`config.mk`:
```
export PLATFORM = sky130hd
export DESIGN_NAME = clkcfg_i2c_slave
export DESIGN_NICKNAME = d
export VERILOG_FILES = /design/src/rtl/clkcfg_pkg.sv /design/src/rtl/i2c_line_sync.sv /design/src/rtl/clkcfg_regbank.sv /design/src/rtl/clkcfg_i2c_slave.sv
export SDC_FILE = /design/constraint.sdc
export NUM_CORES = 1
export LEC_CHECK = 0
export ABC_AREA = 1
export BUFFER_PORTS_ARGS = -buffer_cell sky130_fd_sc_hd__buf_4
export CAP_MARGIN = 20
export CORE_ASPECT_RATIO = 2
export CORE_MARGIN = 3
export CORE_UTILIZATION = 40
export CTS_CLUSTER_DIAMETER = 40
export DETAILED_ROUTE_END_ITERATION = 6
export PLACE_DENSITY = 0.55
export SLEW_MARGIN = 25
export SYNTH_ARGS = -nofsm -noshare
export SYNTH_HDL_FRONTEND = slang
export SYNTH_SLANG_ARGS = --single-unit
```
`constraint.sdc`:
```
create_clock -name clk -period 3.14 [get_ports clk]
set_input_delay 0.785 -clock clk [delete_from_list [all_inputs] [get_ports clk]]
set_output_delay 0.785 -clock clk [all_outputs]
set_load 0.02 [all_outputs]
```
`src/rtl/clkcfg_pkg.sv`:
```
// Shared types for the clock-configuration bus slave.
package clkcfg_pkg;
    // Byte-engine states of the slave.
    typedef enum logic [2:0] {
        ST_IDLE  = 3'd0,  // no transfer for us
        ST_RX    = 3'd1,  // shifting in address or write data
        ST_ACKW  = 3'd2,  // byte taken, waiting for SCL low to acknowledge
        ST_ACK   = 3'd3,  // holding SDA low for the ninth clock
        ST_TX    = 3'd4,  // shifting out a read byte
        ST_TXACK = 3'd5,  // SDA released, sampling master acknowledge
        ST_TXNXT = 3'd6,  // master acknowledged, load next byte at SCL fall
        ST_WAIT  = 3'd7   // ignore the bus until START or STOP
    } slv_state_t;
endpackage

```
`src/rtl/i2c_line_sync.sv`:
```
// Synchronises the bus lines into the clk domain and flags SCL edges plus
// START/STOP conditions. Assumes the bus is idle-high and that each SCL
// phase lasts several clk cycles.
module i2c_line_sync #(
    parameter int STAGES = 2
) (
    input  logic clk,
    input  logic rst_n,
    input  logic scl_i,
    input  logic sda_i,
    output logic scl_s,
    output logic sda_s,
    output logic scl_rise,
    output logic scl_fall,
    output logic start_det,
    output logic stop_det
);
    logic [STAGES-1:0] scl_ff;
    logic [STAGES-1:0] sda_ff;
    logic              scl_d;
    logic              sda_d;

    // Metastability chains, reset to the idle-high bus level.
    always_ff @(posedge clk) begin
        if (!rst_n) begin
            scl_ff <= '1;
            sda_ff <= '1;
        end else begin
            scl_ff <= {scl_ff[STAGES-2:0], scl_i};
            sda_ff <= {sda_ff[STAGES-2:0], sda_i};
        end
    end

    assign scl_s = scl_ff[STAGES-1];
    assign sda_s = sda_ff[STAGES-1];

    // One-cycle history of the synchronised lines for edge detection.
    always_ff @(posedge clk) begin
        if (!rst_n) begin
            scl_d <= 1'b1;
            sda_d <= 1'b1;
        end else begin
            scl_d <= scl_s;
            sda_d <= sda_s;
        end
    end

    assign scl_rise  = scl_s & ~scl_d;
    assign scl_fall  = ~scl_s & scl_d;
    assign start_det = scl_s & scl_d & sda_d & ~sda_s;
    assign stop_det  = scl_s & scl_d & ~sda_d & sda_s;
endmodule

```
`src/rtl/clkcfg_regbank.sv`:
```
// Bank of NREG eight-bit configuration registers with one write port and
// one read port. A read index past the bank returns all-ones.
module clkcfg_regbank #(
    parameter int NREG = 6,
    parameter int IDXW = 4
) (
    input  logic            clk,
    input  logic            rst_n,
    input  logic            wr_en,
    input  logic [IDXW-1:0] wr_idx,
    input  logic [7:0]      wr_data,
    input  logic [IDXW-1:0] rd_idx,
    output logic [7:0]      rd_data,
    output logic [NREG*8-1:0] cfg_o
);
    logic [7:0] regs [NREG];

    for (genvar g = 0; g < NREG; g++) begin : g_reg
        // Register g loads when the write index selects it.
        always_ff @(posedge clk) begin
            if (!rst_n)
                regs[g] <= 8'h00;
            else if (wr_en && wr_idx == IDXW'(g))
                regs[g] <= wr_data;
        end
        assign cfg_o[g*8 +: 8] = regs[g];
    end

    // Read mux with all-ones fill beyond the last register.
    always_comb begin
        rd_data = 8'hFF;
        for (int i = 0; i < NREG; i++)
            if (rd_idx == IDXW'(i))
                rd_data = regs[i];
    end
endmodule

```
`src/rtl/clkcfg_i2c_slave.sv`:
```
// Bus target for clock-generator configuration. Write: address, two
// discarded bytes, then data into successive registers. Read: register
// count, then registers, then 0xFF. Assumes no clock stretching is needed
// and that SCL phases are much longer than the synchroniser delay.
module clkcfg_i2c_slave
    import clkcfg_pkg::*;
#(
    parameter int         NREG     = 6,
    parameter logic [6:0] DEV_ADDR = 7'h69,
    parameter int         SYNC_STG = 2
) (
    input  logic              clk,
    input  logic              rst_n,
    input  logic              scl_i,
    input  logic              sda_i,
    output logic              sda_oe,
    output logic [NREG*8-1:0] cfg_o
);
    localparam int IDXW = $clog2(NREG + 3);
    localparam logic [IDXW-1:0] IDX_SAT   = IDXW'(NREG + 2);
    localparam logic [IDXW-1:0] FIRST_DAT = IDXW'(2);
    localparam logic [7:0]      REG_COUNT = 8'(NREG);

    logic scl_s, sda_s, scl_rise, scl_fall, start_det, stop_det;

    slv_state_t      state;
    logic [2:0]      bit_cnt;
    logic [7:0]      rx_sh;
    logic [7:0]      tx_sh;
    logic            is_read;
    logic            addr_phase;
    logic [IDXW-1:0] byte_idx;

    logic [7:0]      rx_next;
    logic            wr_en;
    logic [IDXW-1:0] wr_idx;
    logic [IDXW-1:0] rd_idx;
    logic [7:0]      rd_data;
    logic [7:0]      tx_byte;
    logic [IDXW-1:0] idx_inc;

    i2c_line_sync #(.STAGES(SYNC_STG)) u_sync (
        .clk       (clk),
        .rst_n     (rst_n),
        .scl_i     (scl_i),
        .sda_i     (sda_i),
        .scl_s     (scl_s),
        .sda_s     (sda_s),
        .scl_rise  (scl_rise),
        .scl_fall  (scl_fall),
        .start_det (start_det),
        .stop_det  (stop_det)
    );

    clkcfg_regbank #(.NREG(NREG), .IDXW(IDXW)) u_bank (
        .clk     (clk),
        .rst_n   (rst_n),
        .wr_en   (wr_en),
        .wr_idx  (wr_idx),
        .wr_data (rx_next),
        .rd_idx  (rd_idx),
        .rd_data (rd_data),
        .cfg_o   (cfg_o)
    );

    // Datapath decode: incoming byte, register write strobe, outgoing byte.
    always_comb begin
        rx_next = {rx_sh[6:0], sda_s};
        wr_idx  = byte_idx - FIRST_DAT;
        wr_en   = (state == ST_RX) && scl_rise && (bit_cnt == 3'd7) &&
                  !addr_phase && (byte_idx >= FIRST_DAT) && (byte_idx < IDX_SAT);
        rd_idx  = byte_idx - IDXW'(1);
        tx_byte = (byte_idx == '0) ? REG_COUNT : rd_data;
        idx_inc = (byte_idx == IDX_SAT) ? byte_idx : byte_idx + IDXW'(1);
    end

    // Byte engine: framing, acknowledge timing and transmit shifting.
    always_ff @(posedge clk) begin
        if (!rst_n) begin
            state      <= ST_IDLE;
            bit_cnt    <= '0;
            rx_sh      <= '0;
            tx_sh      <= '1;
            is_read    <= 1'b0;
            addr_phase <= 1'b0;
            byte_idx   <= '0;
        end else if (start_det) begin
            state      <= ST_RX;
            bit_cnt    <= '0;
            is_read    <= 1'b0;
            addr_phase <= 1'b1;
            byte_idx   <= '0;
        end else if (stop_det) begin
            state <= ST_IDLE;
        end else begin
            case (state)
                ST_RX: if (scl_rise) begin
                    rx_sh   <= rx_next;
                    bit_cnt <= bit_cnt + 3'd1;
                    if (bit_cnt == 3'd7) begin
                        if (addr_phase) begin
                            if (rx_next[7:1] == DEV_ADDR) begin
                                is_read <= rx_next[0];
                                state   <= ST_ACKW;
                            end else begin
                                state <= ST_WAIT;
                            end
                        end else begin
                            byte_idx <= idx_inc;
                            state    <= ST_ACKW;
                        end
                    end
                end
                ST_ACKW: if (scl_fall) state <= ST_ACK;
                ST_ACK: if (scl_fall) begin
                    addr_phase <= 1'b0;
                    bit_cnt    <= '0;
                    if (is_read) begin
                        tx_sh    <= tx_byte;
                        byte_idx <= idx_inc;
                        state    <= ST_TX;
                    end else begin
                        state <= ST_RX;
                    end
                end
                ST_TX: if (scl_fall) begin
                    bit_cnt <= bit_cnt + 3'd1;
                    tx_sh   <= {tx_sh[6:0], 1'b1};
                    if (bit_cnt == 3'd7) state <= ST_TXACK;
                end
                ST_TXACK: if (scl_rise) state <= sda_s ? ST_WAIT : ST_TXNXT;
                ST_TXNXT: if (scl_fall) begin
                    tx_sh    <= tx_byte;
                    bit_cnt  <= '0;
                    byte_idx <= idx_inc;
                    state    <= ST_TX;
                end
                default: ;
            endcase
        end
    end

    assign sda_oe = (state == ST_ACK) || ((state == ST_TX) && !tx_sh[7]);
endmodule

```
==> impl_metrics.sql <==
INSERT INTO impl_metrics (metric_group, metric, value, unit) VALUES
('run_status', 'outcome', 'finished clean', ''),
('synthesis', 'syn-instance-count', '499', ''),
('floorplanning', 'core_area', '10100', 'µm²'),
('floorplanning', 'fp-row-count', '52', ''),
('placement', 'numPortBuffers', '52', ''),
('critical_path', 'crit_required', '3370', 'ps'),
('route', 'route.detailed.drc', '0', ''),
('layout', 'utilization', '0.499', ''),
('synthesis', 'yosys-top-cells-area', 'sky130_fd_sc_hd__edfxtp_1, sky130_fd_sc_hd__dfxtp_1, sky130_fd_sc_hd__nand2_1', ''),
('sta', 'min_period', '2730', 'ps'),
('layout', 'fin_area', '5060', 'µm²'),
('synthesis', 'synthesis.area', '4200', 'µm²'),
('route', 'detail_route.wl_per_cell', '17.0', 'µm'),
('synthesis', 'mappedNetlistNets', '515', ''),
('sta', 'finalCritPeriodShare', '0.869', ''),
('critical_path', 'worstPathCellList', 'inv_1 -> ha_1 -> nand2_1 -> nand2_1 -> nand2_1 -> nand2_1 -> nand3_1 -> o21ai_0 -> nand3b_1 -> nand2_1 -> nand2_1 -> nand2_1', ''),
('layout', 'layout-drive-gt1-share', '0.181', ''),
('critical_path', 'crit_path_frequent_cell', 'sky130_fd_sc_hd__nand2_1', ''),
('route', 'drt_first_pass_iters', '4', ''),
('hold_path', 'min-delay-path-class', 'flip-flop to flip-flop', ''),
('cts', 'insertion_delay_to_the_later_sink_of_the_worst_skew_pair', '340', 'ps'),
('synthesis', 'synth.ff_latch_count', '81', ''),
('sta', 'clock.fmax', '0.366', 'GHz'),
('sta', 'grt_setup_unrepaired', 'no', ''),
('placement', 'placed_instance_area', '4770', 'µm²'),
('floorplanning', 'chipWidth', '78.4', 'µm'),
('layout', 'final_net_count', '573', ''),
('synthesis', 'synthArstFlopShare', '0', ''),
('grt', 'first_pass_grt_wire_length', '18500', 'µm'),
('synthesis', 'synth_flop_cell', 'sky130_fd_sc_hd__edfxtp_1', ''),
('critical_path', 'setup.worst_path.class', 'flip-flop to flip-flop', ''),
('route', 'avg_vias_per_cell', '5.09', ''),
('grt', 'pin_count_of_the_biggest_net_entering_global_routing', '23', ''),
('synthesis', 'synth_sequential_area_ratio', '0.501', ''),
('synthesis', 'synth.top_cell.area_share', '0.344', ''),
('power', 'p_leak', '0.00217', 'µW'),
('flow_run', 'number_of_maximum_capacitance_violations', '0', ''),
('critical_path', 'crit_path_end_kind', 'flip-flop', ''),
('synthesis', 'synth_warnings', '0', ''),
('synthesis', 'avg_cell_area_syn', '8.41', 'µm²'),
('cts', 'clk_pin_slew_worst_paths', '60', 'ps'),
('critical_path', 'worst_setup_path_start_kind', 'flip-flop', ''),
('grt', 'number_of_global_route_vias_before_repair', '3504', ''),
('route', 'detail_route.wirelength', '11900', 'µm'),
('cts', 'clock_sinks', '81', ''),
('sta', 'tightestPinTransition', '658', 'ps'),
('cts', 'cts_tree', 'done', ''),
('placement', 'final_estimated_routing_congestion_in_global_placement', '0.901', ''),
('power', 'power_per_cell_area', '536', 'nW/µm²'),
('synthesis', 'top_cells_by_instance_count_after_synthesis', 'sky130_fd_sc_hd__nand2_1, sky130_fd_sc_hd__nor2_1, sky130_fd_sc_hd__inv_1', ''),
('route', 'number_of_design_rule_violations_left_by_the_first_detailed_router_iteration', '201', ''),
('cts', 'ctsHtreeMaxLevel', '3', ''),
('sta', 'fin_tns_setup', '0', 'ps'),
('critical_path', 'critical_path_arrival', '2960', 'ps'),
('floorplanning', 'die_height', '151', 'µm'),
('critical_path', 'slowest_delay', '490', 'ps'),
('floorplanning', 'fp.dieArea', '11800', 'µm²'),
('sta', 'final_setup_violations', '0', ''),
('synthesis', 'number_of_synthesized_flops_with_an_enable_pin', '48', ''),
('synthesis', 'synthDistinctLibCells', '35', ''),
('critical_path', 'cp_max_fo', '17', ''),
('layout', 'antenna_cells', '0', ''),
('sta', 'hold_violations', '0', ''),
('cts', 'max-clock-path-buffers', '2', ''),
('cts', 'numCtsBuffers', '9', ''),
('synthesis', 'yosysMostFrequentCell', 'sky130_fd_sc_hd__nand2_1', ''),
('route', 'ant_nets', '0', ''),
('grt', 'grt.overflow.total', '0', ''),
('floorplanning', 'boundaryPins', '53', ''),
('layout', 'areaGrowthSynthToFinish', '20.7', '%'),
('sta', 'fin_worst_skew', '6.99', 'ps');
stage by stage:
step / instances / hold slack (ps) / worst slack (ps)
after floorplan: 499 / 393 / 432
after global placement: 681 / 397 / 490
after detailed placement: 681 / 404 / 369
after CTS: 697 / 419 / 346
after global routing: 697 / 431 / 61.0
final: 697 / 414 / 410
final timing paths:
| path | startpoint | end | slack, ps | cells after the start |
|---|---|---|---|---|
| min reg2reg | u_sync.scl_ff[0] | u_sync.scl_ff[1] | 410 | 1 |
| max | byte_idx[1] | tx_sh[1] | 410 | 12 |
| max reg2reg | byte_idx[1] | tx_sh[1] | 410 | 12 |
| min | u_sync.scl_ff[0] | u_sync.scl_ff[1] | 410 | 1 |
critical path: cells and delay by family (launching register included):
| family | cells | cell delay (ps) |
|---|---|---|
| buffers and inverters | 1 | 240 |
| adder cells (fa/ha/maj) | 1 | 250 |
| AO/OA/AOI/OAI | 1 | 290 |
| flip-flops | 1 | 370 |
| AND/OR/NAND/NOR | 9 | 1450 |
sequential cells by signal (all words and copies together), names as in the netlist, 2 cells and up:
signal / count
rx_sh: 7
tx_sh: 8
u_sync.sda_ff: 2
bit_cnt: 3
byte_idx: 4
u_sync.scl_ff: 2
state: 3
u_bank.regs: 48
layer usage:
metal  up-vias  share of wire  global-route usage
li1       1776              -                   -
met1      1672           0.36               0.201
met2        81           0.58               0.431
met3        22          0.031              0.0369
met4         0          0.023              0.0884
met5         -              0                   0
cells by family after synthesis:
| kind of cell | count (synthesis) | synth area share |
|---|---|---|
| AND/OR/NAND/NOR | 242 | 0.279 |
| buffers and inverters | 85 | 0.0760 |
| flip-flops | 81 | 0.501 |
| AO/OA/AOI/OAI | 78 | 0.106 |
| adder cells (fa/ha/maj) | 12 | 0.0358 |
| XOR/XNOR | 1 | 0.00209 |
where the power goes:
part           switching [µW]  total [µW]  internal, µW
clock                     416        1030           610
sequential               44.5        1210          1170
combinational             322         476           154
total                     782        2720          1930
what timing repair did:
item / 4_1_cts / 5_1_grt
resized for setup: 0 / 2
endpoints found under the hold margin: 0 / 0
hold buffers: 0 / 0
setup buffers: 0 / 0
endpoints found under the setup margin: 0 / 1
cells in the final DEF (no fill, tap or decap), drive strengths merged, types with 12 or more instances in the layout:
cell,n
nand2,97
buf,60
edfxtp,48
dfxtp,33
inv,71
nor2,80
o21ai,36
a21oi,27
nand4,20
ha,12
nand3,30
layout make-up:
type | instances | area [µm²]
clock buffer | 10 | 229
timing repair buffer | 60 | 450
tap | 135 | 169
sequential | 81 | 2100
multi-input combinational | 333 | 1780
inverter | 72 | 270
fill | 1035 | 5090
clock inverter | 6 | 58.8
No activity file was read; power rests on OpenSTA's default activity.
